--- src/rtl/adc_host_pkg.sv ---
package adc_host_pkg;
    localparam int CH_W      = 3;
    localparam int RES_W     = 10;
    localparam int FRAME_LEN = 16;
    localparam int CMD_W     = CH_W + 1;
    localparam int PAD_W     = FRAME_LEN - RES_W;

    typedef enum logic [2:0] {
        ST_IDLE,
        ST_SETUP,
        ST_SHIFT,
        ST_ARM,
        ST_DRAIN
    } ctl_state_t;
endpackage

--- src/rtl/adc_bit_sync.sv ---
module adc_bit_sync #(
    parameter int STAGES = 2
) (
    input  logic clk,
    input  logic rst_n,
    input  logic d,
    output logic q
);
    logic [STAGES-1:0] chain;

    always_ff @(posedge clk or negedge rst_n) begin
        if (!rst_n) chain[0] <= 1'b0;
        else        chain[0] <= d;
    end

    for (genvar i = 1; i < STAGES; i++) begin : g_stage
        always_ff @(posedge clk or negedge rst_n) begin
            if (!rst_n) chain[i] <= 1'b0;
            else        chain[i] <= chain[i-1];
        end
    end

    assign q = chain[STAGES-1];
endmodule

--- src/rtl/adc_sclk_div.sv ---
module adc_sclk_div #(
    parameter int HALF = 4
) (
    input  logic clk,
    input  logic rst_n,
    input  logic run,
    output logic sclk,
    output logic rise_evt,
    output logic fall_evt
);
    localparam int CW = (HALF > 1) ? $clog2(HALF) : 1;

    logic [CW-1:0] cnt;
    logic          wrap;

    assign wrap     = (cnt == CW'(HALF - 1));
    assign rise_evt = run && wrap && !sclk;
    assign fall_evt = run && wrap && sclk;

    always_ff @(posedge clk or negedge rst_n) begin
        if (!rst_n) begin
            cnt  <= '0;
            sclk <= 1'b0;
        end else if (!run) begin
            cnt  <= '0;
            sclk <= 1'b0;
        end else if (wrap) begin
            cnt  <= '0;
            sclk <= !sclk;
        end else begin
            cnt  <= cnt + 1'b1;
        end
    end
endmodule

--- src/rtl/adc_host_ctrl.sv ---
module adc_host_ctrl
    import adc_host_pkg::*;
#(
    parameter int SCLK_HALF   = 4,
    parameter int CS_SETUP    = 6,
    parameter int BUSY_TMO    = 4000,
    parameter int SYNC_STAGES = 2
) (
    input  logic             clk,
    input  logic             rst_n,
    input  logic             req_valid,
    output logic             req_ready,
    input  logic [CH_W-1:0]  req_chan,
    input  logic             req_rjust,
    output logic             rsp_valid,
    output logic [RES_W-1:0] rsp_data,
    output logic [CH_W-1:0]  rsp_chan,
    output logic             rsp_ok,
    output logic             timeout_err,
    output logic             adc_sclk,
    output logic             adc_cs_n,
    output logic             adc_di,
    input  logic             adc_do,
    input  logic             adc_busy
);
    localparam int SW   = $clog2(CS_SETUP + 1);
    localparam int TW   = $clog2(BUSY_TMO + 1);
    localparam int FC_W = $clog2(FRAME_LEN + 1);

    ctl_state_t state, nstate;

    logic [SW-1:0]        setup_cnt;
    logic [TW-1:0]        tmo_cnt;
    logic [FC_W-1:0]      fall_cnt;
    logic [CMD_W-1:0]     cmd_q;
    logic [FRAME_LEN-1:0] rx_sr;
    logic [CH_W-1:0]      prev_chan;
    logic                 prev_rj;
    logic                 prev_ok;
    logic                 busy_s;
    logic                 sclk_rise, sclk_fall;
    logic                 accept, setup_done, frame_done, tmo_hit;

    adc_bit_sync #(.STAGES(SYNC_STAGES)) u_busy_sync (
        .clk   (clk),
        .rst_n (rst_n),
        .d     (adc_busy),
        .q     (busy_s)
    );

    adc_sclk_div #(.HALF(SCLK_HALF)) u_sclk (
        .clk      (clk),
        .rst_n    (rst_n),
        .run      (state == ST_SHIFT),
        .sclk     (adc_sclk),
        .rise_evt (sclk_rise),
        .fall_evt (sclk_fall)
    );

    assign accept     = req_valid && (state == ST_IDLE);
    assign setup_done = (setup_cnt == SW'(CS_SETUP - 1));
    assign frame_done = sclk_fall && (fall_cnt == FC_W'(FRAME_LEN - 1));
    assign tmo_hit    = (tmo_cnt == TW'(BUSY_TMO - 1));

    // state register
    always_ff @(posedge clk or negedge rst_n) begin
        if (!rst_n) state <= ST_IDLE;
        else        state <= nstate;
    end

    // transitions
    always_comb begin
        nstate = state;
        unique case (state)
            ST_IDLE:  if (accept)      nstate = ST_SETUP;
            ST_SETUP: if (setup_done)  nstate = ST_SHIFT;
            ST_SHIFT: if (frame_done)  nstate = ST_ARM;
            ST_ARM:   if (tmo_hit)     nstate = ST_IDLE;
                      else if (busy_s) nstate = ST_DRAIN;
            ST_DRAIN: if (tmo_hit || !busy_s) nstate = ST_IDLE;
            default:  nstate = ST_IDLE;
        endcase
    end

    // pin-level outputs decoded from state
    assign req_ready = (state == ST_IDLE);
    assign adc_cs_n  = !((state == ST_SETUP) || (state == ST_SHIFT));
    assign adc_di    = !adc_cs_n && (fall_cnt < FC_W'(CMD_W))
                       && cmd_q[fall_cnt[$clog2(CMD_W)-1:0]];

    // registered outputs and datapath
    always_ff @(posedge clk or negedge rst_n) begin
        if (!rst_n) begin
            setup_cnt   <= '0;
            tmo_cnt     <= '0;
            fall_cnt    <= '0;
            cmd_q       <= '0;
            rx_sr       <= '0;
            prev_chan   <= '0;
            prev_rj     <= 1'b0;
            prev_ok     <= 1'b0;
            rsp_valid   <= 1'b0;
            rsp_data    <= '0;
            rsp_chan    <= '0;
            rsp_ok      <= 1'b0;
            timeout_err <= 1'b0;
        end else begin
            rsp_valid   <= 1'b0;
            timeout_err <= 1'b0;
            unique case (state)
                ST_IDLE: begin
                    if (accept) begin
                        cmd_q     <= {req_rjust, req_chan};
                        setup_cnt <= '0;
                        fall_cnt  <= '0;
                    end
                end
                ST_SETUP: setup_cnt <= setup_cnt + 1'b1;
                ST_SHIFT: begin
                    tmo_cnt <= '0;
                    if (sclk_rise) rx_sr    <= {rx_sr[FRAME_LEN-2:0], adc_do};
                    if (sclk_fall) fall_cnt <= fall_cnt + 1'b1;
                end
                ST_ARM, ST_DRAIN: begin
                    tmo_cnt <= tmo_cnt + 1'b1;
                    if (tmo_hit) begin
                        timeout_err <= 1'b1;
                        prev_chan   <= cmd_q[CH_W-1:0];
                        prev_rj     <= cmd_q[CMD_W-1];
                        prev_ok     <= 1'b0;
                    end else if ((state == ST_DRAIN) && !busy_s) begin
                        rsp_valid <= 1'b1;
                        rsp_data  <= prev_rj ? rx_sr[RES_W-1:0]
                                             : rx_sr[FRAME_LEN-1 -: RES_W];
                        rsp_chan  <= prev_chan;
                        rsp_ok    <= prev_ok;
                        prev_chan <= cmd_q[CH_W-1:0];
                        prev_rj   <= cmd_q[CMD_W-1];
                        prev_ok   <= 1'b1;
                    end
                end
                default: ;
            endcase
        end
    end
endmodule

--- config.mk ---
export PLATFORM = sky130hd
export DESIGN_NAME = adc_host_ctrl
export DESIGN_NICKNAME = d
export VERILOG_FILES = /design/src/rtl/adc_host_pkg.sv /design/src/rtl/adc_bit_sync.sv /design/src/rtl/adc_sclk_div.sv /design/src/rtl/adc_host_ctrl.sv
export SDC_FILE = /design/constraint.sdc
export NUM_CORES = 1
export LEC_CHECK = 0
export BUFFER_PORTS_ARGS = -buffer_cell sky130_fd_sc_hd__buf_2
export CAP_MARGIN = 20
export CELL_PAD_IN_SITES_DETAIL_PLACEMENT = 1
export CELL_PAD_IN_SITES_GLOBAL_PLACEMENT = 2
export CORE_MARGIN = 2
export CORE_UTILIZATION = 40
export DETAILED_ROUTE_END_ITERATION = 10
export PLACE_DENSITY = 0.85
export SLEW_MARGIN = 20
export SYNTH_ARGS = -nofsm -noshare
export SYNTH_HDL_FRONTEND = slang
export SYNTH_SLANG_ARGS = --single-unit
--- constraint.sdc ---
create_clock -name clk -period 2.9 [get_ports clk]
set_input_delay 0.29 -clock clk [delete_from_list [all_inputs] [get_ports clk]]
set_output_delay 0.29 -clock clk [all_outputs]
set_load 0.05 [all_outputs]
; ---- Word-level counts from Yosys, hierarchy flattened
; Cells that the tools add are included.
; W data, S select, Z words.
[word_totals]
regBits = 69
in_bits = 9
word_cells = 97
[classes]
add_sub_neg = 4
order_cmp = 2
n_eq_ne = 15
mux = 31
bitwise_logic = 1
n_reduce_logical = 26
[ops]
columns = op, count
row1 = $mux W3, 9
row2 = $pmux W12 S2, 1
row3 = $pmux W3 S5, 1
row4 = $add A12 B1 Y12 const B, 1
row5 = $eq A12 B12 Y1 const B, 1
row6 = $mux W1, 12
row7 = $mux W10, 1
row8 = $mux W5, 2
row9 = $ne A2 B2 Y1 const B, 5
row10 = $pmux W5 S2, 1
row11 = $logic_and A1 B1 Y1, 8
row12 = $reduce_and A2 Y1, 4
row13 = $reduce_bool A2 Y1, 4
row14 = $eq A3 B2 Y1 const B, 2
row15 = $eq A3 B3 Y1 const B, 2
row16 = $pmux W3 S2, 1
row17 = $reduce_and A3 Y1, 2
row18 = $add A5 B1 Y5 const B, 1
row19 = $eq A5 B4 Y1 const B, 1
row20 = $lt A5 B3 Y1 const B, 1
row21 = $reduce_and A5 Y1, 1
row22 = $mux W2, 2
row23 = $add A3 B1 Y3 const B, 1
row24 = $eq A3 B1 Y1 const B, 1
row25 = 11 further kinds, 14

; ---- Depth between registers and ports, before layout
[logic_depth]
word_depth = 6
depth_mapped = 7
depth_no_buf = 5

; ---- Cells and area by module
; Synthesis repeated with hierarchy kept, for this count alone.
[unflattened]
cells_unflattened = 263
hier_area_um2 = 3206.8
[by_module_without_submodules]
columns = module, n_inst, cells_each, area_each_um2, seq_area_each_um2
row1 = adc_host_ctrl, 1, 250, 3025.4, 1601.5
row2 = adc_sclk_div, 1, 11, 131.4, 75.1
row3 = adc_bit_sync, 1, 2, 50.0, 50.0

; ---- Least setup slack after synthesis
; No wires, ideal clock.
[synth_path]
kind = flip-flop to flip-flop
start = register state[0]
end = register cmd_q[0]
setup_ns = 0.125
arrival_time_ns = 2.527
required_ns = 2.775
path_slack_ns = 0.248
stages_incl_launch_ff = 6
period_less_slack_ns = 2.652
path_cell_list = dfrtp_1 clkbuf_1 nor3_1 and2_1 clkbuf_1 mux2_2
[synth_between]
elab_chain_len = 3
[synth_rtl]
columns = element, line_no
row1 = from (decl), adc_host_ctrl.sv:30  ; ctl_state_t state, nstate;
row2 = from (signal assigned), adc_host_ctrl.sv:68  ; else state <= nstate;
row3 = $logic_not A3 Y1 *, n/a
row4 = via req_ready, adc_host_ctrl.sv:12  ; output logic req_ready,
row5 = $logic_and A1 B1 Y1, adc_host_ctrl.sv:60  ; assign accept = req_valid && (state == ST_IDLE);
row6 = $reduce_and A2 Y1 (no source line) *, n/a
row7 = to (signal assigned), adc_host_ctrl.sv:113  ; cmd_q <= {req_rjust, req_chan};
row8 = to (decl), adc_host_ctrl.sv:35  ; logic [CMD_W-1:0] cmd_q;
; The timed path passes the listed nets; every way through them passes the cells marked *.
; A chain may end at the register's enable or synchronous reset.

; ---- Final worst setup path
[layout_path]
start = register state[0]
end = output port adc_di
[layout_between]
elab_chain_len = 4
[layout_rtl]
columns = element, line_no
row1 = $eq A3 B1 Y1 or $eq A3 B2 Y1 (tied branches), adc_host_ctrl.sv:87  ; assign adc_cs_n = !((state == ST_SETUP) || (state == ST_SHIFT));
row2 = $logic_or A1 B1 Y1 *, adc_host_ctrl.sv:87
row3 = $logic_and A1 B1 Y1 *, adc_host_ctrl.sv:88  ; assign adc_di = !adc_cs_n && (fall_cnt < FC_W'(CMD_W))
row4 = $logic_and A1 B1 Y1 *, adc_host_ctrl.sv:89  ; && cmd_q[fall_cnt[$clog2(CMD_W)-1:0]];
row5 = to (decl), adc_host_ctrl.sv:22  ; output logic adc_di,
; Mark *: on every way between the ends. The rest lies on a longest branch, timed or not.

==> summary.md <==
| Metric | Value |
|---|---|
| Outcome | `complete, no violations` |
| Post-placement cell area | `3357 sq um` |
| Tot GR Track Use | `16.38%` |
| CTS sink count | `69` |
| Post-route total power | `2.797 mW` |
| Critical Path Fanout Max | `13` |
| DR DRC count | `0` |
| Power density over the cells | `776.5 nW/um^2` |
| Relative slew margins | `61.07%` |
| Die X | `92.47 um` |
| Unique cell type count in the Yosys netlist | `46` |
| Area used by multi-input combinational logic | `1314 sq um` |
| Maximum number of pins on one net before global-route repair | `29` |
| H-tree Lvls | `3` |
| Top post-synthesis cells by area | `sky130_fd_sc_hd__dfrtp_1 55%, sky130_fd_sc_hd__mux2_2 14%, sky130_fd_sc_hd__ha_1 2.4%, sky130_fd_sc_hd__o21ai_0 2.4%, sky130_fd_sc_hd__nand2_1 2.3%` |
| Share of the synthesized area in the top cell type | `55.16%` |
| Height of the die | `92.47 um` |
| Final number of max-transition violations | `0` |
| Reg-to-reg setup timing slack | `800 ps` |
| Clock root cell | `sky130_fd_sc_hd__clkbuf_8` |
| Worst setup skew after layout | `7.816 ps` |
| Number of nets in the synthesized netlist | `264` |
| Critical setup path kind | `reg2out` |
| Number of design-rule violations left by the first detailed-router iteration | `58` |
| Instance count of the mapped netlist | `249` |
| Required time worst endpoint | `2610 ps` |
| Area of the core | `7647 sq um` |
| Post-synth top area cell | `sky130_fd_sc_hd__dfrtp_1` |
| I/O pin count | `29` |
| EDFF count, synth | `0` |
| Worst setup path endpoint | `adc_di` |
| Design Area, Final | `3602 sq um` |
| CP Launch Point | `state[0]` |
| Vias in the first global route | `2117` |
| Min Tclk post-route | `2156 ps` |
| Post-DP HPWL | `4346 um` |
| Fraction of layout cells with a size suffix above 1 | `32.63%` |
| Fraction of registers with async set/reset | `100.0%` |
| Startpoint class of the critical path | `register` |
| Number of search-and-repair iterations in the first detailed-routing pass | `2` |
| IR drop worst, VDD | `0.0005275 V` |
| Leakage power summed over all cells | `1.774 nW` |
| DRT Wirelength | `6242 um` |
| Antenna violations before repair | `0` |
| Launch instance of the worst register-to-register path | `state[1]` |
| Die area | `8550 sq um` |
| Post CTS Setup Buffer Count | `0` |
| CTS clk-pin slew, worst paths | `80 ps` |
| Most common cell in the synthesized netlist | `sky130_fd_sc_hd__dfrtp_1` |
| Residual antenna-violating net count after detailed routing | `0` |
| Arr. time, crit path | `1870 ps` |
| WHS | `54.15 ps` |
| Reg-to-reg critical path endpoint | `rx_sr[3]` |
| Most used flip-flop cell after synthesis | `sky130_fd_sc_hd__dfrtp_1` |
| Path type of the worst min-delay path | `in2reg` |
| Warnings from Yosys | `0` |
| Bufs on Longest Clock Path | `2` |
| Sequential area share after synthesis | `55.16%` |
| Wire length of the first global-routing pass | `10580 um` |
| Area used by sequential logic in the layout | `1727 sq um` |
| Clock latency on the worst-skew pair | `350 ps` |
| Avg Vias per Cell | `5.297` |
| Effective utilization at floorplan | `40.94%` |
| Highest clock frequency the design can meet | `463.9 MHz` |
| Number of buffers created by CTS | `9` |
| Number of hold-slack violations in the final timing report | `0` |
| Nets | `296` |
| Synthesized area | `3131 sq um` |
| Maxcap violations | `0` |
| Unrepaired setup endpoints after global routing | `no` |
| Endpoints failing setup | `0` |
| Fin crit share | `74.33%` |
| Synth Area per Inst | `12.57 sq um` |
| TritonCTS clock tree | `built` |
| Post-synthesis sequential element count | `69` |
| Routed wire per std cell | `16.13 um` |
| Global route overflow | `0` |
| Number of filler instances in the final layout | `792` |
| Length in cells of the worst reg-to-reg path | `4` |
| Ant. Diodes | `0` |
| Buffers on Ports | `28` |
| Transition time of the tightest slew-check pin | `577.9 ps` |
| Global placer's final weighted congestion | `0.7736` |
| # rows | `32` |
| Summed negative setup slack over all endpoints | `0 ps` |
| Critical path capture point type | `primary output` |
| Top cell types by occurrence after synthesis | `69 x sky130_fd_sc_hd__dfrtp_1, 38 x sky130_fd_sc_hd__mux2_2, 19 x sky130_fd_sc_hd__nand2_1` |
| DR vias | `2050` |
| Relative area change from synthesis to final layout | `15.07%` |
metrics by stage:
stage               std cells  util [%]  worst slack (ps)
global placement          371     43.90             832.8
floorplan                 249         -             248.1
detailed placement        371     43.90             792.7
global route              387     47.10             584.5
finish                    387     47.10             744.4
CTS                       387     47.10             706.6
cell families after synthesis:
logic type,count (synthesis),share of synthesized area [%]
xor gates and xnor gates,2,0.5597
muxes,49,18.47
DFF,69,55.16
adders and majority gates,6,2.398
buffers and inverters,17,2.877
AOI/OAI and AO/OA,42,9.273
and+or+nand+nor,64,11.27
critical path: stages (launching register included):
cell,delay (ps)
sky130_fd_sc_hd__dfrtp_1,500
sky130_fd_sc_hd__nand2b_1,210
sky130_fd_sc_hd__a21o_1,210
sky130_fd_sc_hd__nor4_1,170
sky130_fd_sc_hd__and2_1,160
sky130_fd_sc_hd__buf_2,250
repair_timing:
item,4_1_cts,5_1_grt
endpoints found under the hold margin,20,0
endpoints found under the setup margin,0,0
hold buffers,1,0
gates resized for setup,0,0
worst min-delay path by stage:
stage / start / end / slack, ps / cells after the start
floorplan: rst_n / cmd_q[0] / -6 / 0
global placement: rst_n / rsp_data[5] / 280 / 1
detailed placement: rst_n / rx_sr[11] / 290 / 1
CTS: adc_busy / u_busy_sync.chain[0] / 30 / 1
global route: adc_busy / u_busy_sync.chain[0] / 30 / 1
finish: adc_busy / u_busy_sync.chain[0] / 50 / 1
sequential cells by signal (all words and copies together), names as in the netlist:
signal             count
rx_sr                 16
u_busy_sync.q          1
prev_rj                1
fall_cnt               5
rsp_ok                 1
state                  3
u_sclk.cnt             2
rsp_chan               3
timeout_err            1
tmo_cnt               12
prev_chan              3
rsp_data              10
u_sclk.sclk            1
cmd_q                  4
u_busy_sync.chain      1
prev_ok                1
setup_cnt              3
rsp_valid              1
cell usage in the layout (no fill, tap or decap), types with 2 or more instances in the layout:
| cell type | Yosys | layout |
|---|---|---|
| sky130_fd_sc_hd__dfrtp_1 | 69 | 69 |
| sky130_fd_sc_hd__mux2_2 | 38 | 38 |
| sky130_fd_sc_hd__buf_2 | 3 | 28 |
| sky130_fd_sc_hd__nand2_1 | 19 | 19 |
| sky130_fd_sc_hd__o21ai_0 | 15 | 15 |
| sky130_fd_sc_hd__clkbuf_8 | 0 | 9 |
| sky130_fd_sc_hd__nor2_1 | 8 | 8 |
| sky130_fd_sc_hd__nand3_1 | 7 | 7 |
| sky130_fd_sc_hd__mux2_1 | 6 | 6 |
| sky130_fd_sc_hd__ha_1 | 6 | 6 |
| sky130_fd_sc_hd__inv_1 | 5 | 5 |
| sky130_fd_sc_hd__and3_1 | 5 | 5 |
| sky130_fd_sc_hd__a21o_1 | 4 | 4 |
| sky130_fd_sc_hd__mux2_4 | 4 | 4 |
| sky130_fd_sc_hd__o211ai_1 | 4 | 4 |
| sky130_fd_sc_hd__buf_4 | 2 | 4 |
| sky130_fd_sc_hd__nor3_1 | 3 | 3 |
| sky130_fd_sc_hd__nand4_1 | 3 | 3 |
| sky130_fd_sc_hd__and2_1 | 3 | 3 |
| sky130_fd_sc_hd__o31ai_1 | 3 | 3 |
| sky130_fd_sc_hd__a21oi_1 | 3 | 3 |
| sky130_fd_sc_hd__a22o_1 | 3 | 3 |
| sky130_fd_sc_hd__bufinv_16 | 0 | 3 |
| sky130_fd_sc_hd__nand2b_1 | 2 | 2 |
| sky130_fd_sc_hd__or3b_1 | 2 | 2 |
| sky130_fd_sc_hd__and4_1 | 2 | 2 |
| sky130_fd_sc_hd__nor2b_1 | 2 | 2 |
| sky130_fd_sc_hd__nand3b_1 | 2 | 2 |
| sky130_fd_sc_hd__o21a_1 | 2 | 2 |
per-layer routing:
metal	part of all wire (%)	up-vias	track usage, %
li1	-	965	-
met1	47	1054	21.79
met2	48	26	24.88
met3	3.2	5	4.882
met4	1.5	0	7.090
met5	0	-	0
where the power goes:
group | internal, mW | switching, mW | total (mW)
Clock | 0.568 | 0.371 | 0.938
Sequential | 1.09 | 0.139 | 1.23
Combinational | 0.244 | 0.387 | 0.631
cell type report:
cell class,count,area share (%)
Sequential cell,69,47.93
Multi-Input combinational cell,163,36.47
Timing Repair Buffer,33,5.002
Tap cell,102,3.543
Clock buffer,9,3.439
Clock inverter,6,3.091
Inverter,5,0.5210
Note: power is estimated with default switching activity, not from simulation.
